<file path="config.mk">
export PLATFORM = sky130hd
export DESIGN_NAME = scl_rate_gen
export DESIGN_NICKNAME = d
export VERILOG_FILES = /design/src/rtl/scl_gen_pkg.sv /design/src/rtl/scl_cfg_regs.sv /design/src/rtl/scl_count_sel.sv /design/src/rtl/scl_phase_ctr.sv /design/src/rtl/scl_rate_gen.sv
export SDC_FILE = /design/constraint.sdc
export NUM_CORES = 1
export LEC_CHECK = 0
export ABC_AREA = 0
export CAP_MARGIN = 20
export CORE_MARGIN = 8
export CORE_UTILIZATION = 45
export CTS_BUF_LIST = sky130_fd_sc_hd__clkbuf_2
export DETAILED_ROUTE_END_ITERATION = 7
export DONT_BUFFER_PORTS = 1
export PLACE_DENSITY_LB_ADDON = 0.08
export SYNTH_ARGS = -nofsm -noshare
export SYNTH_HDL_FRONTEND = slang
export SYNTH_HIERARCHICAL = 1
export SYNTH_SLANG_ARGS = --single-unit
</file>
<file path="constraint.sdc">
create_clock -name clk -period 6.15 [get_ports clk]
set_input_delay 0.3075 -clock clk [delete_from_list [all_inputs] [get_ports clk]]
set_output_delay 0.3075 -clock clk [all_outputs]
set_load 0.02 [all_outputs]
</file>
<file path="src/rtl/scl_gen_pkg.sv">
package scl_gen_pkg;

    localparam int NUM_SPEEDS = 3;
    localparam int ADDR_W     = 8;

    typedef enum logic [1:0] {
        SPD_STD  = 2'd0,
        SPD_FAST = 2'd1,
        SPD_HS   = 2'd2
    } speed_idx_e;

    localparam logic [ADDR_W-1:0] OFS_CTRL    = 8'h00;
    localparam logic [ADDR_W-1:0] OFS_HI_BASE = 8'h14;
    localparam logic [ADDR_W-1:0] OFS_LO_BASE = 8'h18;

    // Field value 0 falls back to standard speed.
    function automatic speed_idx_e decode_speed(input logic [1:0] field);
        case (field)
            2'd2:    return SPD_FAST;
            2'd3:    return SPD_HS;
            default: return SPD_STD;
        endcase
    endfunction

    function automatic logic [ADDR_W-1:0] hi_ofs(input int idx);
        return OFS_HI_BASE + ADDR_W'(idx << 3);
    endfunction

    function automatic logic [ADDR_W-1:0] lo_ofs(input int idx);
        return OFS_LO_BASE + ADDR_W'(idx << 3);
    endfunction

endpackage

</file>
<file path="src/rtl/scl_cfg_regs.sv">
module scl_cfg_regs
    import scl_gen_pkg::*;
#(
    parameter int CNT_W  = 16,
    parameter int DATA_W = 16,
    parameter logic [CNT_W-1:0] RST_HI_STD  = 'h75,
    parameter logic [CNT_W-1:0] RST_LO_STD  = 'h7C,
    parameter logic [CNT_W-1:0] RST_HI_FAST = 'h15,
    parameter logic [CNT_W-1:0] RST_LO_FAST = 'h21,
    parameter logic [CNT_W-1:0] RST_HI_HS   = 'h07,
    parameter logic [CNT_W-1:0] RST_LO_HS   = 'h0E
) (
    input  logic                              clk,
    input  logic                              rst,
    input  logic                              wr_en,
    input  logic [ADDR_W-1:0]                 wr_addr,
    input  logic [DATA_W-1:0]                 wr_data,
    input  logic                              lock,
    output speed_idx_e                        speed,
    output logic [NUM_SPEEDS-1:0][CNT_W-1:0]  hi_cnt,
    output logic [NUM_SPEEDS-1:0][CNT_W-1:0]  lo_cnt
);

    localparam logic [CNT_W-1:0] RST_HI [NUM_SPEEDS] = '{RST_HI_STD, RST_HI_FAST, RST_HI_HS};
    localparam logic [CNT_W-1:0] RST_LO [NUM_SPEEDS] = '{RST_LO_STD, RST_LO_FAST, RST_LO_HS};

    logic       wr_ok;
    logic [1:0] spd_field_q;

    assign wr_ok = wr_en && !lock;

    always_ff @(posedge clk) begin
        if (rst)
            spd_field_q <= 2'd1;
        else if (wr_ok && wr_addr == OFS_CTRL)
            spd_field_q <= wr_data[2:1];
    end

    assign speed = decode_speed(spd_field_q);

    for (genvar g = 0; g < NUM_SPEEDS; g++) begin : g_pair
        logic [CNT_W-1:0] hi_q;
        logic [CNT_W-1:0] lo_q;

        always_ff @(posedge clk) begin
            if (rst)
                hi_q <= RST_HI[g];
            else if (wr_ok && wr_addr == hi_ofs(g))
                hi_q <= wr_data[CNT_W-1:0];
        end

        always_ff @(posedge clk) begin
            if (rst)
                lo_q <= RST_LO[g];
            else if (wr_ok && wr_addr == lo_ofs(g))
                lo_q <= wr_data[CNT_W-1:0];
        end

        assign hi_cnt[g] = hi_q;
        assign lo_cnt[g] = lo_q;
    end

endmodule

</file>
<file path="src/rtl/scl_count_sel.sv">
module scl_count_sel
    import scl_gen_pkg::*;
#(
    parameter int CNT_W = 16
) (
    input  speed_idx_e                        speed,
    input  logic [NUM_SPEEDS-1:0][CNT_W-1:0]  hi_cnt,
    input  logic [NUM_SPEEDS-1:0][CNT_W-1:0]  lo_cnt,
    output logic [CNT_W-1:0]                  hi_len,
    output logic [CNT_W-1:0]                  lo_len
);

    function automatic logic [CNT_W-1:0] at_least_one(input logic [CNT_W-1:0] v);
        return (v == '0) ? CNT_W'(1) : v;
    endfunction

    always_comb begin
        hi_len = at_least_one(hi_cnt[speed]);
        lo_len = at_least_one(lo_cnt[speed]);
    end

endmodule

</file>
<file path="src/rtl/scl_phase_ctr.sv">
module scl_phase_ctr #(
    parameter int CNT_W = 16
) (
    input  logic             clk,
    input  logic             rst,
    input  logic             enable,
    input  logic [CNT_W-1:0] hi_len,
    input  logic [CNT_W-1:0] lo_len,
    output logic             scl,
    output logic             tick_rise,
    output logic             tick_fall
);

    logic [CNT_W-1:0] cnt_q;
    logic             scl_q;
    logic             rise_q;
    logic             fall_q;
    logic [CNT_W-1:0] last;

    assign last = (scl_q ? hi_len : lo_len) - CNT_W'(1);

    always_ff @(posedge clk) begin
        if (rst || !enable) begin
            cnt_q  <= '0;
            scl_q  <= 1'b1;
            rise_q <= 1'b0;
            fall_q <= 1'b0;
        end else if (cnt_q == last) begin
            cnt_q  <= '0;
            scl_q  <= !scl_q;
            rise_q <= !scl_q;
            fall_q <= scl_q;
        end else begin
            cnt_q  <= cnt_q + CNT_W'(1);
            rise_q <= 1'b0;
            fall_q <= 1'b0;
        end
    end

    assign scl       = scl_q;
    assign tick_rise = rise_q;
    assign tick_fall = fall_q;

endmodule

</file>
<file path="src/rtl/scl_rate_gen.sv">
module scl_rate_gen
    import scl_gen_pkg::*;
#(
    parameter int CNT_W  = 16,
    parameter int DATA_W = 16
) (
    input  logic              clk,
    input  logic              rst,
    input  logic              wr_en,
    input  logic [ADDR_W-1:0] wr_addr,
    input  logic [DATA_W-1:0] wr_data,
    input  logic              enable,
    output logic              scl,
    output logic              tick_rise,
    output logic              tick_fall
);

    speed_idx_e                       speed;
    logic [NUM_SPEEDS-1:0][CNT_W-1:0] hi_cnt;
    logic [NUM_SPEEDS-1:0][CNT_W-1:0] lo_cnt;
    logic [CNT_W-1:0]                 cur_hi;
    logic [CNT_W-1:0]                 cur_lo;

    scl_cfg_regs #(.CNT_W(CNT_W), .DATA_W(DATA_W)) regs_i (
        .clk     (clk),
        .rst     (rst),
        .wr_en   (wr_en),
        .wr_addr (wr_addr),
        .wr_data (wr_data),
        .lock    (enable),
        .speed   (speed),
        .hi_cnt  (hi_cnt),
        .lo_cnt  (lo_cnt)
    );

    scl_count_sel #(.CNT_W(CNT_W)) sel_i (
        .speed   (speed),
        .hi_cnt  (hi_cnt),
        .lo_cnt  (lo_cnt),
        .hi_len  (cur_hi),
        .lo_len  (cur_lo)
    );

    scl_phase_ctr #(.CNT_W(CNT_W)) ctr_i (
        .clk       (clk),
        .rst       (rst),
        .enable    (enable),
        .hi_len    (cur_hi),
        .lo_len    (cur_lo),
        .scl       (scl),
        .tick_rise (tick_rise),
        .tick_fall (tick_fall)
    );

endmodule

</file>
==> impl_metrics.ini <==
[power]
p_leak_nw = 2.838
ir_drop_mv = 0.1585
p_per_area_nw_per_um2 = 192.8
p_total_w = 0.001312

[floorplanning]
die_height_um = 134
num_rows = 43
core_area_um2 = 13720
die_w_um = 134
fp.dieArea_um2 = 17960
start_util = 0.4567
boundaryPins = 31

[yosys]
async_flop_share = 0
synth_cell_types = 54
syn-cell-area_um2 = 6266
yosys.area.top_type = dfxtp_1
syn-num-nets = 665
ys_seq_area_frac = 0.3738
synth_area_per_cell_um2 = 9.868
ys_seq_elements = 117
ys.warnings.count = 6
netlist_instances = 635
synth-edff-count = 0
yosys-top-cells-area = dfxtp_1 (37%), mux2i_1 (24%), nand2b_1 (9.3%)
yosysTopAreaCellShare = 0.3738
synth_flop_cell = dfxtp_1

[setup_path]
timing.rr.start = regs_i/spd_field_q[0]
slowest_stage = o31ai_4
arrival_ns = 5.84
slowest_delay_ns = 0.64
cp-startpoint = regs_i/spd_field_q[0]
path_cells = and2_2 -> buf_12 -> nor2b_4 -> o2bb2ai_1 -> nor4_1 -> nand4_1 -> o211ai_1 -> mux2i_1 -> ha_1 -> or4b_4 -> a222oi_1 -> nand3_1 -> xnor2_1 -> nand4_2 -> o31ai_4 -> nor2_1
crit_family = simple AND/OR/NAND/NOR gates
required_ns = 6.70
crit_buf_inv = 1
crit_fanout = 32
end_kind = register
setup.worst_path.class = reg -> reg
startpoint_type = register

[job]
drv_cap = 0

[hold_path]
min_from = wr_addr[0]
worstHoldPathType = in -> reg

[layout]
fillers = 1311
final_common_cell = mux2i_1
drive_gt1_frac = 0.08359
stdcell_count = 839
multi_input_area_um2 = 3681
final_cell_mix = mux2i_1 (148), dfxtp_1 (116), nand2b_1 (93)
final_nets = 675
areaGrowthSynthToFinish_pct = 8.606
ff_latch_area_um2 = 2344

[placement]
hpwl_um = 10530
placed_cells = 779
preCtsSetupSlack_ns = 0.7559
io_buffers = 0
gp_congestion = 0.9029

[sta]
hold_viol = 0
setup_violations = 0
slew_headroom = 0.2547
fin_worst_skew_ns = 0.04440
period_needed_ns = 5.286
fin_ws_ns = 0.8642
min_period_over_period = 0.8595
worst_hold_slack_ns = 0.1993
drv_slew = 0
rsz0062_at_grt = false
setup_tns_ns = 0
tightest_slew_ns = 1.118
fmax_ghz = 0.1892

[route]
drtPass1Iterations = 4
drt_iter0_markers = 260
drt-total-wl_um = 15500
via_per_inst = 5.503
via_count = 4617
ant_nets = 0
wl_per_cell_um = 18.47
drt_drc_violations_left = 0

[global_routing]
grt_overflow_total = 0
use_met3 = 0.04936
grt_max_degree = 122
grt_usage = 0.1768
top_usage_layer = met2
grt_pass1_wl_um = 24930
met1_usage = 0.2348
grt_use_met2 = 0.2639
grt_pass1_vias = 4562
antenna_found_initial = 1

[clock_network]
numCtsBuffers = 17
cts_sinks = 117
tritoncts = yes
cts_root_buf = clkbuf_2
clk_latency_ns = 0.71
cts_buffer_depth = 2
ctsHtreeMaxLevel = 4
clkTransAtPathRegs_ns = 0.19

[outcome]
status = finished, final reports clean
timing repair:
action,4_1_cts,5_1_grt
gates resized for setup,0,0
setup buffers,0,0
endpoints found under the hold margin,117,0
hold buffers,26,0
worst paths after layout:
kind	end	slack (ns)	cells after the start
worst min register to register	regs_i/g_pair[0].lo_q[8]	0.49	2
worst max register to register	ctr_i/cnt_q[13]	0.86	16
worst max-delay path	ctr_i/cnt_q[13]	0.86	16
worst min-delay path	regs_i/g_pair[0].lo_q[13]	0.20	3
state kept, by name, summed over array words and instances (netlist names):
signal,flops
ctr_i/tick_rise,1
ctr_i/scl,1
regs_i/g_pair.hi_q,48
regs_i/g_pair.lo_q,48
ctr_i/tick_fall,1
regs_i/spd_field_q,2
ctr_i/cnt_q,16
per-layer routing:
metal | vias to the layer above | part of all wire
met2 | 92 | 0.44
met5 | - | 0
met4 | 0 | 0.024
met1 | 2231 | 0.50
li1 | 2278 | -
met3 | 16 | 0.041
synth_stat cells (3+ instances only):
cell	instances
nand2_1	10
xor2_1	17
or4_1	3
buf_2	8
and3_1	6
clkbuf_1	17
xnor2_1	20
buf_6	9
dfxtp_1	117
inv_1	3
nand4_2	3
nand3_1	12
o2bb2ai_1	31
nand4_1	5
nor2_1	56
mux2i_1	148
nor3_1	10
nor3b_1	3
nand2b_1	93
o211ai_1	4
o31ai_1	3
nor4_1	9
nor2b_1	5
buf_4	4
a21oi_1	5
where the power goes:
group | internal (W) | switching (W)
Clock | 0.000188 | 0.000307
Combinational | 0.0000265 | 0.0000290
Sequential | 0.000760 | 0.00000127
layout make-up:
class | count | area share
Clock buffer | 19 | 0.01397
Multi-Input combinational cell | 477 | 0.5409
Timing Repair Buffer | 29 | 0.04596
Inverter | 3 | 0.001655
Sequential cell | 117 | 0.3444
Antenna cell | 1 | 0.0003677
Tap cell | 180 | 0.03309
Clock inverter | 13 | 0.01967
cells by family (layout without fill, tap and decap cells):
kind of cell	count (synthesis)	count (layout)	synth area share
buf+inv	41	64	0.03934
other cells	0	1	0
simple gates	236	236	0.2220
fa+ha+maj	2	2	0.003993
mux	149	149	0.2382
flops	117	117	0.3738
xor+xnor	37	37	0.05172
compound gates	53	53	0.07089
worst min-delay path: cells and delay by family:
family,cells,cell delay (ns)
multiplexers,1,0.13
AND/OR/NAND/NOR,2,0.42
stage by stage:
| stage | cell area [µm²] | util |
|---|---|---|
| floorplan | 6266 | - |
| global placement | 6276 | 0.4575 |
| detailed placement | 6276 | 0.4575 |
| CTS | 6783 | 0.4944 |
| global route | 6805 | 0.4960 |
| finish | 6805 | 0.4960 |
No activity file was read; power rests on OpenSTA's default activity.
